File: src/rtl/uart_brk_pkg.sv
package uart_brk_pkg;
    typedef enum logic [1:0] {
        ST_IDLE,
        ST_START,
        ST_DATA,
        ST_STOP
    } rx_state_t;

    typedef enum logic [1:0] {
        WK_OFF,
        WK_FALL,
        WK_RISE
    } wake_state_t;
endpackage

File: src/rtl/uart_brk_sync.sv
module uart_brk_sync #(
    parameter int STAGES = 2
) (
    input  logic clk,
    input  logic rst_n,
    input  logic d,
    output logic q
);
    logic [STAGES-1:0] pipe_q;

    always_ff @(posedge clk or negedge rst_n) begin
        if (!rst_n) pipe_q <= '1;
        else        pipe_q <= {pipe_q[STAGES-2:0], d};
    end

    assign q = pipe_q[STAGES-1];
endmodule

File: src/rtl/uart_brk_wake.sv
module uart_brk_wake
    import uart_brk_pkg::*;
(
    input  logic clk,
    input  logic rst_n,
    input  logic rx,
    input  logic arm,
    output logic wake_en,
    output logic woke
);
    wake_state_t state_q, state_d;
    logic        prev_q;
    logic        woke_q;

    always_comb begin
        state_d = state_q;
        unique case (state_q)
            WK_OFF:  if (arm)            state_d = WK_FALL;
            WK_FALL: if (prev_q && !rx)  state_d = WK_RISE;
            WK_RISE: if (!prev_q && rx)  state_d = WK_OFF;
            default:                     state_d = WK_OFF;
        endcase
    end

    always_ff @(posedge clk or negedge rst_n) begin
        if (!rst_n) state_q <= WK_OFF;
        else        state_q <= state_d;
    end

    always_ff @(posedge clk or negedge rst_n) begin
        if (!rst_n) begin
            prev_q <= 1'b1;
            woke_q <= 1'b0;
        end else begin
            prev_q <= rx;
            woke_q <= (state_q == WK_RISE) && rx && !prev_q;
        end
    end

    assign wake_en = (state_q != WK_OFF);
    assign woke    = woke_q;

    AST_WOKE_CLEARS: assert property (@(posedge clk) disable iff (!rst_n)
        woke_q |-> !wake_en);
    AST_ARM_HOLDS: assert property (@(posedge clk) disable iff (!rst_n)
        (wake_en && !woke_q) |=> (wake_en || woke_q));
endmodule

File: src/rtl/uart_brk_fsm.sv
module uart_brk_fsm
    import uart_brk_pkg::*;
#(
    parameter int DATA_BITS = 8,
    parameter int OSR       = 16
) (
    input  logic                 clk,
    input  logic                 rst_n,
    input  logic                 tick,
    input  logic                 rx,
    input  logic                 hold,
    output logic                 done,
    output logic [DATA_BITS-1:0] data,
    output logic                 stop_bad
);
    localparam int CW  = $clog2(OSR);
    localparam int BW  = $clog2(DATA_BITS);
    localparam int MID = OSR / 2 - 1;

    rx_state_t            state_q, state_d;
    logic [CW-1:0]        cnt_q;
    logic [BW-1:0]        bit_q;
    logic [DATA_BITS-1:0] shift_q;
    logic [DATA_BITS-1:0] data_q;
    logic                 prev_q;
    logic                 done_q;
    logic                 bad_q;
    logic                 cnt_end;
    logic                 cnt_mid;

    assign cnt_end = (cnt_q == CW'(OSR - 1));
    assign cnt_mid = (cnt_q == CW'(MID));

    always_comb begin
        state_d = state_q;
        if (hold) begin
            state_d = ST_IDLE;
        end else if (tick) begin
            unique case (state_q)
                ST_IDLE:  if (!rx && prev_q) state_d = ST_START;
                ST_START: if (cnt_mid)       state_d = rx ? ST_IDLE : ST_DATA;
                ST_DATA:  if (cnt_end && bit_q == BW'(DATA_BITS - 1)) state_d = ST_STOP;
                ST_STOP:  if (cnt_end)       state_d = ST_IDLE;
                default:                     state_d = ST_IDLE;
            endcase
        end
    end

    always_ff @(posedge clk or negedge rst_n) begin
        if (!rst_n) state_q <= ST_IDLE;
        else        state_q <= state_d;
    end

    always_ff @(posedge clk or negedge rst_n) begin
        if (!rst_n) begin
            cnt_q   <= '0;
            bit_q   <= '0;
            shift_q <= '0;
            data_q  <= '0;
            prev_q  <= 1'b1;
            done_q  <= 1'b0;
            bad_q   <= 1'b0;
        end else begin
            done_q <= 1'b0;
            if (tick) prev_q <= rx;
            if (hold) begin
                cnt_q <= '0;
            end else if (tick) begin
                unique case (state_q)
                    ST_IDLE: cnt_q <= '0;
                    ST_START: begin
                        bit_q <= '0;
                        cnt_q <= cnt_mid ? '0 : cnt_q + CW'(1);
                    end
                    ST_DATA: begin
                        if (cnt_end) begin
                            cnt_q   <= '0;
                            shift_q <= {rx, shift_q[DATA_BITS-1:1]};
                            bit_q   <= bit_q + BW'(1);
                        end else begin
                            cnt_q <= cnt_q + CW'(1);
                        end
                    end
                    ST_STOP: begin
                        if (cnt_end) begin
                            cnt_q  <= '0;
                            done_q <= 1'b1;
                            data_q <= shift_q;
                            bad_q  <= !rx;
                        end else begin
                            cnt_q <= cnt_q + CW'(1);
                        end
                    end
                    default: cnt_q <= '0;
                endcase
            end
        end
    end

    assign done     = done_q;
    assign data     = data_q;
    assign stop_bad = bad_q;

    AST_HOLD_IDLE: assert property (@(posedge clk) disable iff (!rst_n)
        hold |=> (state_q == ST_IDLE));
    AST_DATA_KEPT: assert property (@(posedge clk) disable iff (!rst_n)
        !done_q |=> (done_q || ($stable(data_q) && $stable(bad_q))));
    AST_NO_TICK_STILL: assert property (@(posedge clk) disable iff (!rst_n)
        (!tick && !hold) |=> $stable(state_q));
endmodule

File: src/rtl/uart_brk_rx.sv
module uart_brk_rx #(
    parameter int DATA_BITS   = 8,
    parameter int OSR         = 16,
    parameter int SYNC_STAGES = 2
) (
    input  logic                 clk,
    input  logic                 rst_n,
    input  logic                 os_tick,
    input  logic                 rx_in,
    input  logic                 wake_set,
    input  logic                 rd_strobe,
    output logic [DATA_BITS-1:0] rx_byte,
    output logic                 rx_irq,
    output logic                 frame_err,
    output logic                 wake_en
);
    logic rx_s;
    logic woke;
    logic byte_done;
    logic irq_q;

    uart_brk_sync #(.STAGES(SYNC_STAGES)) u_sync (
        .clk   (clk),
        .rst_n (rst_n),
        .d     (rx_in),
        .q     (rx_s)
    );

    uart_brk_wake u_wake (
        .clk     (clk),
        .rst_n   (rst_n),
        .rx      (rx_s),
        .arm     (wake_set),
        .wake_en (wake_en),
        .woke    (woke)
    );

    uart_brk_fsm #(.DATA_BITS(DATA_BITS), .OSR(OSR)) u_fsm (
        .clk      (clk),
        .rst_n    (rst_n),
        .tick     (os_tick),
        .rx       (rx_s),
        .hold     (wake_en),
        .done     (byte_done),
        .data     (rx_byte),
        .stop_bad (frame_err)
    );

    always_ff @(posedge clk or negedge rst_n) begin
        if (!rst_n)                  irq_q <= 1'b0;
        else if (byte_done || woke)  irq_q <= 1'b1;
        else if (rd_strobe)          irq_q <= 1'b0;
    end

    assign rx_irq = irq_q;

    AST_IRQ_SET: assert property (@(posedge clk) disable iff (!rst_n)
        (byte_done || woke) |=> rx_irq);
    AST_READ_CLR: assert property (@(posedge clk) disable iff (!rst_n)
        (rd_strobe && !byte_done && !woke) |=> !rx_irq);
    AST_NO_BYTE_IN_WAKE: assert property (@(posedge clk) disable iff (!rst_n)
        !(byte_done && woke));
endmodule

File: config.mk
export PLATFORM = sky130hd
export DESIGN_NAME = uart_brk_rx
export DESIGN_NICKNAME = d
export VERILOG_FILES = /design/src/rtl/uart_brk_pkg.sv /design/src/rtl/uart_brk_sync.sv /design/src/rtl/uart_brk_wake.sv /design/src/rtl/uart_brk_fsm.sv /design/src/rtl/uart_brk_rx.sv
export SDC_FILE = /design/constraint.sdc
export NUM_CORES = 1
export LEC_CHECK = 0
export ABC_AREA = 1
export ABC_CLOCK_PERIOD_IN_PS = 1690
export BUFFER_PORTS_ARGS = -buffer_cell sky130_fd_sc_hd__buf_2
export CAP_MARGIN = 30
export CORE_MARGIN = 2
export CORE_UTILIZATION = 45
export CTS_CLUSTER_SIZE = 40
export DETAILED_ROUTE_END_ITERATION = 10
export SLEW_MARGIN = 20
export SYNTH_ARGS = -nofsm -noshare
export SYNTH_HDL_FRONTEND = slang
export SYNTH_HIERARCHICAL = 1
export SYNTH_SLANG_ARGS = --single-unit
File: constraint.sdc
create_clock -name clk -period 1.69 [get_ports clk]
set_input_delay 0 -clock clk [delete_from_list [all_inputs] [get_ports clk]]
set_output_delay 0 -clock clk [all_outputs]
set_load 0.01 [all_outputs]
==> metrics.txt, run 1 <==
final design utilization=55.11%; Max-cap violations=0; Synth Warn #=6; minimum clock period=1528 ps; total nets after synthesis=185; H-tree Lvls=2; Vias=1,199; CTS max path bufs=2; dpl cell area=1764 sq um; pwr dens=942.7 nW/um^2; IO Pins=17; max_slew headroom=50.52%; # rows=21; CP Launch Point=u_fsm/state_q[0]; Antenna Nets Post-Route=0; Arr. time, crit path=around 1800 ps; first-pass GRT wire length=4830 microns; Die Span X=between 60 and 70 microns; final net count=213; GRT Total Usage=15.43%; Reg2Reg Depth=9; Sink Count=35; starting density of the core=between 40 and 50%; largest net degree at the start of global routing=36; DIE AREA=slightly above 4000 sq um; layout cells sized above 1=22.50%; Buffers on Ports=16; CP Class=reg2reg; routability cong.=just over 0.8; Slowest-stage cell, CP=dfrtp_2; vias in the first global route=1,122; R2R Setup Slk=160 ps; CP max stage delay=420 ps; reg-to-reg endpoint=u_fsm/state_q[1]; type of origin of the critical path=flip-flop; WL final=2814 microns; Hold Path Class=in2reg; Worst Setup EP=u_fsm/state_q[1]; TritonCTS buffer count=5; Residual DRC=0; worst endpoint required time=1930 ps; Detailed Place HPWL=1985 microns; Avg Inst Size Synth=9.366 sq um; Clock Pin Slew Worst Setup and Hold Paths=110 ps; final worst slack=approximately 160 ps; final total power=1761 uW; crit-path max FO=7; Via density=~5; Remaining Overflow, GRT=0; worst path cell trace=inv_1 > ha_1 > inv_2 > nand2_1 > nand2_1 > nand2_1 > nor2_2 > nand2_1 > a21oi_1; Seq/Total Area, Yosys=55.00%; final setup fails=0; Final Skew=roughly 17 ps; Synth cell types=21; pre-CTS setup slack=62.93 ps; setup TNS=0 ps; Slew Limit Fails=0; post-route cell area=1868 sq um; Die Y=63.66 microns; Fin. Hold Viols=0; CTS tree=done; origin of the critical flop-to-flop path=u_fsm/state_q[0]; cells after synthesis=171; Clk Latency, worst-skew pair=330 ps; ANT cells=0; initial antenna violation count=0; Post-Syn Area=1602 sq um; Leak=0.0009811 uW; outcome=complete, no violations; number of detailed-route iterations in the first pass=4; initial DRC count=71; clock root cell=clkbuf_4; unrepaired setup endpoints after global routing=false; Area Overhead vs Synth=16.64%; post-synthesis register bit count=35; crit share post-route=90.43%; Critical Path Sink Type=flip-flop; worst slew pin tran=around 740 ps; CORE AREA=3390 sq um; Fmax=0.6543 GHz; crit-path most repeated cell=nand2_1; Peak VDD IR=~0.00046 V; Avg WL per Cell=11.44 microns
-- kinds of logic (layout without fill, tap and decap cells) --
family	count (synthesis)	in the layout	share of synthesized area, %
XOR/XNOR	2	2	1.094
AND/OR/NAND/NOR	72	72	21.56
buffers and inverters	26	55	7.031
adder cells (fa/ha/maj)	8	8	6.250
AO/OA/AOI/OAI	28	28	9.063
flip-flops	35	35	55.00
-- registers in the layout, summed over array words and instances, names as in the netlist --
| register | cells |
|---|---|
| u_wake/state_q | 2 |
| u_fsm/prev_q | 1 |
| u_fsm/cnt_q | 4 |
| rx_irq | 1 |
| u_sync/pipe_q | 2 |
| u_fsm/done | 1 |
| u_fsm/data | 8 |
| u_fsm/bit_q | 3 |
| u_fsm/stop_bad | 1 |
| u_fsm/shift_q | 8 |
| u_wake/woke | 1 |
| u_fsm/state_q | 2 |
| u_wake/prev_q | 1 |
-- timing repair --
item                                   4_1_cts  5_1_grt
setup buffers                                0        0
setup endpoints to repair                    0        2
endpoints found under the hold margin       34        0
gates resized for setup                      0        3
hold buffers                                 4        0
-- placed cells by master (no fill, tap or decap), drive strengths merged, types with 2 or more instances in the layout --
cell and n:
inv 24, nor2 19, a21oi 14, dfrtp 31, dlygate4sd3 4, nor3 2
buf 19, ha 8, nand3 10, xor2 2, nand2 40, dfstp 4
clkbuf 7, o21ai 13
-- cell type report --
cell class                 instances  area (sq um)
fill                             321          1521
sequential                        35         882.1
multi-input combinational        110         610.6
timing repair buffer              23         167.7
inverter                          24         90.09
tap                               46         57.56
clock buffer                       7         55.05
clock inverter                     1         5.005
-- worst min-delay path by stage --
stage	startpoint	endpoint	cells past startpoint
6_report	os_tick	u_fsm/prev_q	4
4_1_cts	os_tick	u_fsm/prev_q	4
5_1_grt	os_tick	u_fsm/prev_q	4
3_5_place_dp	rx_in	u_sync/pipe_q[0]	1
3_3_place_gp	rst_n	u_fsm/bit_q[0]	1
2_1_floorplan	rst_n	rx_irq	0
-- per-layer routing --
metal / GRT usage, % / wire, microns / up-vias / share of wire (%)
met5: 0 / 0 / - / 0
met4: 7.065 / 23 / 0 / 0.82
met3: 3.750 / 117 / 4 / 4.2
met2: 25.53 / 1371 / 28 / 49
met1: 18.98 / 1301 / 574 / 46
li1: - / - / 593 / -
-- critical path, delay by kind of cell, from the launching register on --
kind / cells / cell delay, ps
and+or+nand+nor: 5 / 460
adders and majority gates: 1 / 250
buffers and inverters: 2 / 190
AOI/OAI and AO/OA: 1 / 150
DFF: 1 / 420
-- metrics by stage --
stage / hold slack (ps) / instances
6_report: 57.34 / 246
5_1_grt: 60.04 / 246
4_1_cts: 43.67 / 246
3_5_place_dp: 112.2 / 234
3_3_place_gp: 107.1 / 234
2_1_floorplan: -295.6 / 171
-- cells in the mapped netlist --
cell type	instances	area [sq um]
nor3_4	2	32.53
inv_1	23	86.33
o21ai_0	12	60.06
nor2_2	3	18.77
xor2_1	2	17.52
nand3_2	1	10.01
dfrtp_1	31	775.7
nor2_1	16	60.06
or2_2	1	6.260
a21oi_1	14	70.07
nand3_1	8	40.04
o22ai_1	1	6.260
ha_1	8	100.1
nand3_4	1	17.52
nand2_4	1	11.26
nand2_2	1	6.260
inv_2	1	3.750
o21ai_2	1	8.760
nand2_1	38	142.6
dfstp_2	4	105.1
buf_6	2	22.52
-- power breakdown --
part | total [uW] | leakage, uW | internal (uW) | switching, uW
Sequential | 937 | 0.000428 | 890 | 47.1
Combinational | 363 | 0.000517 | 129 | 234
Clock | 461 | 0.0000353 | 202 | 259
Total | 1760 | 0.000981 | 1220 | 540
Power figures use the tool's default switching activity.
==> inputs of run 2 (changes only) <==
Settings changed: RECOVER_POWER from default to 100.
==> run 2 against run 1 <==
Cell count is the same. Power is 0.94% lower. Maximum frequency is essentially flat. Global-route usage did not move. Utilization down 0.52 points. Die area is the same. Flip-flop and latch count stayed put. Clock skew barely moved. Highest routed layer unchanged. Non-clock buffer count stayed put. Hold slack worse by 1.2 ps. Via count fell by 0.83%.
==> metrics.txt, run 2 (synthesis gave the netlist of run 1 again) <==
CP Class=reg2reg (unchanged); Sink Count=35 (unchanged); Critical Path Sink Type=flip-flop (unchanged); WHS Path Cells=4 (unchanged); Avg WL per Cell=11.32 microns (was 11.44 microns); crit share post-route=90.43% (about the same); Vias=1,189 (was 1,199); Hold Worst Slack=56.09 ps (was 57.34 ps); worst slew pin tran=827.9 ps (was 742.2 ps); pwr dens=942.6 nW/um^2 (was 942.7 nW/um^2); WL final=2785 microns (was 2814 microns); routability cong.=0.8307 (unchanged); IO Pins=17 (unchanged); CORE AREA=3390 sq um (unchanged); Die Y=63.66 microns (unchanged); worst endpoint required time=1940 ps (was 1930 ps); number of detailed-route iterations in the first pass=4 (unchanged); Leak=0.0009437 uW (was 0.0009811 uW); Final Skew=16.60 ps (was 16.72 ps); initial antenna violation count=0 (unchanged); Clk Latency, worst-skew pair=330 ps (about the same); setup TNS=0 ps (unchanged); unrepaired setup endpoints after global routing=false (unchanged); Remaining Overflow, GRT=0 (unchanged); Peak VDD IR=0.0004664 V (was 0.0004632 V); CTS tree=done (unchanged); layout cells sized above 1=16.00% (was 22.50%); CTS max path bufs=2 (unchanged); Max-cap violations=0 (unchanged); DIE AREA=4052 sq um (unchanged); post-route cell area=1851 sq um (was 1868 sq um); Antenna Nets Post-Route=0 (unchanged); final net count=213 (unchanged); GRT Total Usage=15.43% (unchanged); TritonCTS buffer count=5 (unchanged); Via density=4.833 (was 4.874); Fin. Hold Viols=0 (unchanged); minimum clock period=1528 ps (about the same); clock root cell=clkbuf_4 (unchanged); dpl cell area=1764 sq um (unchanged); H-tree Lvls=2 (unchanged); Area Overhead vs Synth=15.55% (was 16.64%); Arr. time, crit path=1770 ps (about the same); Residual DRC=0 (unchanged); outcome=complete, no violations (unchanged); placed cell count=234 (unchanged); Buffers on Ports=16 (unchanged); first-pass GRT wire length=4830 microns (unchanged); Die Span X=63.66 microns (unchanged); Detailed Place HPWL=1985 microns (unchanged); Hold Path Class=in2reg (unchanged); Reg2Reg Depth=9 (unchanged); type of origin of the critical path=flip-flop (unchanged); largest net degree at the start of global routing=36 (unchanged); crit-path max FO=7 (unchanged); # fillers=331 (was 321); Post-Layout Cell Count=246 (unchanged); Fmax=0.6543 GHz (about the same); Slew Limit Fails=0 (unchanged); commonest non-fill, non-tap cell in the layout=nand2_1 (unchanged); most frequent cells in the layout=nand2_1, dfrtp_1, inv_1 (unchanged); ANT cells=0 (unchanged); Clock Pin Slew Worst Setup and Hold Paths=110 ps (about the same); starting density of the core=47.25% (unchanged); area of the multi-input gates=610.6 sq um (unchanged); vias in the first global route=1,122 (unchanged); initial DRC count=67 (was 71); max_slew headroom=44.80% (was 50.52%); final design utilization=54.60% (was 55.11%); final setup fails=0 (unchanged); # rows=21 (unchanged); Reg area=882.1 sq um (unchanged)
-- run 2: cell count changes in the layout (fill, tap and decap cells not counted), sizes merged --
cell    change
clkbuf     +13
buf        -13
-- run 2: power breakdown --
group | switching [uW] | internal [uW]
clock network | 260 | 202
logic | 233 | 112
registers | 47.0 | 889
total | 541 | 1200
-- run 2: critical path: stages, from the launching register on --
cell	delay, ps
dfrtp_2	420
inv_1	90
ha_1	250
inv_2	100
nand2_1	70
nand2_1	70
nand2_1	110
nor2_2	140
nand2_1	70
a21oi_1	150
-- run 2: final timing paths --
kind                       slack, ps              from               end
setup / recovery                 160  u_fsm/state_q[0]  u_fsm/state_q[1]
hold / removal                    60           os_tick      u_fsm/prev_q
setup reg to reg                 160  u_fsm/state_q[0]  u_fsm/state_q[1]
hold reg to reg                  370  u_sync/pipe_q[0]  u_sync/pipe_q[1]
max in group asynchronous        810             rst_n  u_fsm/state_q[0]
min in group asynchronous        300             rst_n  u_fsm/shift_q[6]
-- run 2: timing repair --
item	in CTS	in global routing
buffers inserted	0	0
setup endpoints to repair	0	2
hold buffers	4	0
gates resized for setup	0	3
hold endpoints to repair	34	0
-- run 2: per-stage QoR --
step	setup WS, ps	power (uW)
5_1_grt	31.15	1855
4_1_cts	43.28	1777
6_report	161.7	1744
3_3_place_gp	165.3	1298
3_5_place_dp	62.93	1305
2_1_floorplan	156.1	1180
-- run 2: layout make-up --
class / instances / share of cell area (%)
clock buffer: 7 / 2.975
clock inverter: 1 / 0.2705
inverter: 24 / 4.868
multi-input combinational: 110 / 33.00
sequential: 35 / 47.67
tap: 46 / 3.110
timing repair buffer: 23 / 8.114
-- run 2: per-layer routing --
metal	vias to the layer above	part of all wire, %	GRT usage [%]
met5	-	0	0
met4	0	0.83	7.065
met3	4	3.7	3.750
met2	22	49	25.53
met1	570	47	18.98
li1	593	-	-
==> inputs of run 3 (changes only) <==
Settings changed: ABC_AREA 1 to default.
==> run 3 against run 2 <==
Area after synthesis did not move. Critical path depth fell by 2. Clock-buffer cell count fell by 1. Maximum frequency fell by 8.5%. Critical path type unchanged. Largest power group unchanged. Hold slack improved by 240 ps. Design area rose by 11%. First-iteration DRC count fell by 25%. Die area did not move.
==> metrics.txt, run 3 <==
CORE AREA=3390 sq um (unchanged); post-synthesis register bit count=35 (unchanged); pwr dens=878.0 nW/um^2 (was 942.6 nW/um^2); Detailed Place HPWL=2092 microns (was 1985 microns); WL final=3002 microns (was 2785 microns); Post-Layout Cell Count=211 (was 246); most frequent cells after synthesis=dfrtp_1, mux2_2, ha_1, inv_1, nor2_1 (was nand2_1, dfrtp_1, inv_1, nor2_1, a21oi_1); Sink Count=35 (unchanged); Clock Pin Slew Worst Setup and Hold Paths=110 ps (about the same); Post-Syn Area=1602 sq um (unchanged); Die Span X=63.66 microns (unchanged); Slew Limit Fails=0 (unchanged); Leak=0.0009075 uW (was 0.0009437 uW); Synth Warn #=6 (unchanged); Peak VDD IR=0.0004799 V (was 0.0004664 V); number of detailed-route iterations in the first pass=4 (unchanged); CTS max path bufs=2 (unchanged); Hold Path Class=in2async (was in2reg); cells after synthesis=125 (was 171); clock root cell=clkbuf_4 (unchanged); reg-to-reg endpoint=u_fsm/bit_q[2] (was u_fsm/state_q[1]); crit-path most repeated cell=buf_4 (was nand2_1); largest net degree at the start of global routing=36 (unchanged); Max-cap violations=0 (unchanged); starting density of the core=47.25% (unchanged); ys async rst share=100.0% (unchanged); worst endpoint required time=1900 ps (was 1940 ps); crit share post-route=98.87% (was 90.43%); setup TNS=0 ps (unchanged); TritonCTS buffer count=5 (unchanged); max_slew headroom=43.65% (was 44.80%); Reg2Reg Depth=7 (was 9); CP max stage delay=440 ps (was 420 ps); Synth top area share=48.44% (unchanged); most used flip-flop cell after synthesis=dfrtp_1 (unchanged); Post-synth EDFFs=0 (unchanged); layout cells sized above 1=42.42% (was 16.00%); GRT Total Usage=16.14% (was 15.43%); Avg WL per Cell=14.23 microns (was 11.32 microns); final net count=178 (was 213); final design utilization=60.50% (was 54.60%); crit-path max FO=4 (was 7); Fmax=0.5985 GHz (was 0.6543 GHz); routability cong.=0.8006 (was 0.8307); IO Pins=17 (unchanged); initial antenna violation count=0 (unchanged); first-pass GRT wire length=4954 microns (was 4830 microns); Avg Inst Size Synth=12.81 sq um (was 9.366 sq um); final worst slack=19.12 ps (was 161.7 ps); Seq/Total Area, Yosys=55.00% (unchanged); Residual DRC=0 (unchanged); outcome=complete, no violations (unchanged); vias in the first global route=1,075 (was 1,122); final total power=1800 uW (was 1744 uW); area of the multi-input gates=787.0 sq um (was 610.6 sq um); worst path cell trace=inv_2 > buf_4 > ha_4 > nand3b_1 > buf_4 > buf_4 > a22o_1 (was inv_1 > ha_1 > inv_2 > nand2_1 > nand2_1 > nand2_1 > nor2_2 > nand2_1 > a21oi_1); final setup fails=0 (unchanged); Reg area=883.3 sq um (was 882.1 sq um); origin of the critical flop-to-flop path=u_fsm/state_q[0] (unchanged); R2R Setup Slk=20 ps (was 160 ps); # rows=21 (unchanged); worst slew pin tran=845.2 ps (was 827.9 ps); Vias=1,130 (was 1,189); most frequent cell after synthesis=dfrtp_1 (was nand2_1); Clk Latency, worst-skew pair=330 ps (about the same); most frequent cells in the layout=dfrtp_1, mux2_2, buf_4 (was nand2_1, dfrtp_1, inv_1); Critical Path Sink Type=flip-flop (unchanged); Die Y=63.66 microns (unchanged); H-tree Lvls=2 (unchanged); Final Skew=13.23 ps (was 16.60 ps); ANT cells=0 (unchanged); Fin. Hold Viols=0 (unchanged); Area Overhead vs Synth=28.05% (was 15.55%); total nets after synthesis=139 (was 185); placed cell count=195 (was 234); area leader, netlist=dfrtp_1 (unchanged); Slowest-stage cell, CP=dfrtp_2 (unchanged); commonest non-fill, non-tap cell in the layout=dfrtp_1 (was nand2_1); initial DRC count=50 (was 67); minimum clock period=1671 ps (was 1528 ps); CP Class=reg2reg (unchanged); DIE AREA=4052 sq um (unchanged); unrepaired setup endpoints after global routing=true (was false); Arr. time, crit path=1880 ps (was 1770 ps); Via density=5.355 (was 4.833); pre-CTS setup slack=-26.89 ps (was 62.93 ps); CTS tree=done (unchanged); # fillers=282 (was 331); Antenna Nets Post-Route=0 (unchanged); dominant cells by area after synthesis=dfrtp_1, mux2_2, dfstp_2 (was dfrtp_1, nand2_1, dfstp_2); CP Launch Point=u_fsm/state_q[0] (unchanged); Remaining Overflow, GRT=0 (unchanged); Buffers on Ports=16 (unchanged); Synth cell types=36 (was 21); type of origin of the critical path=flip-flop (unchanged)
run 3: changes by cell type after synthesis, sizes merged, moves of 3 or more:
cell / previous run / this run
nand2: 40 / 5
mux2: 0 / 18
inv: 24 / 8
nor2: 19 / 6
a21oi: 14 / 3
o21ai: 13 / 2
nand3: 10 / 4
a22o: 0 / 5
and3: 0 / 3
nand3b: 0 / 3
run 3: cells by family after synthesis:
logic type                 after synthesis  share of synthesized area [%]
DFF                                     35                          55.00
and+or+nand+nor                         33                          12.27
AOI/OAI and AO/OA                       19                          10.23
muxes                                   19                          13.28
buffers and inverters                   11                          2.969
adders and majority gates                8                          6.250
run 3: timing repair:
| item | CTS | global route |
|---|---|---|
| resized for setup | 3 | 18 |
| pin swaps | 1 | 6 |
| hold endpoints to repair | 35 | 0 |
| endpoints found under the setup margin | 4 | 12 |
| hold buffers | 5 | 0 |
| setup buffers | 1 | 2 |
run 3: how the worst max path moves through the flow:
stage                  endpoint  slack (ps)
6_report         u_fsm/bit_q[2]          20
5_1_grt          u_fsm/bit_q[2]         -30
4_1_cts        u_fsm/state_q[1]         0.9
3_5_place_dp   u_fsm/state_q[1]         -30
3_3_place_gp   u_fsm/state_q[1]          50
2_1_floorplan     u_fsm/data[0]           2
run 3: cell type report:
class	count	area share [%]
inverter	8	1.464
timing repair buffer	35	11.65
sequential	35	43.07
tap	46	2.807
clock inverter	2	0.6101
multi-input combinational	79	38.38
clock buffer	6	2.013
run 3: through the flow:
stage | cell area, sq um | hold slack (ps)
2_1_floorplan | 1609 | -295.6
3_3_place_gp | 1822 | 105.1
3_5_place_dp | 1822 | 109.8
4_1_cts | 1958 | 285.6
5_1_grt | 2051 | 291.1
6_report | 2051 | 294.2
run 3: worst max-delay path: cells and delay by family (launching register included):
| kind | cells | cell delay, ps |
|---|---|---|
| AOI/OAI and AO/OA | 1 | 230 |
| adders and majority gates | 1 | 250 |
| buffers and inverters | 4 | 520 |
| DFF | 1 | 440 |
| and+or+nand+nor | 1 | 120 |
run 3: power by group:
part	switching (uW)	internal, uW	total (uW)
registers	33.2	882	916
clock network	270	160	431
logic	227	227	454
run 3: per-layer routing:
layer / GRT usage (%) / part of all wire (%) / up-vias
met5: 0 / 0 / -
met4: 4.891 / 0.70 / 0
met3: 5.893 / 3.6 / 2
met2: 27.11 / 51 / 16
met1: 19.32 / 45 / 578
li1: - / - / 534
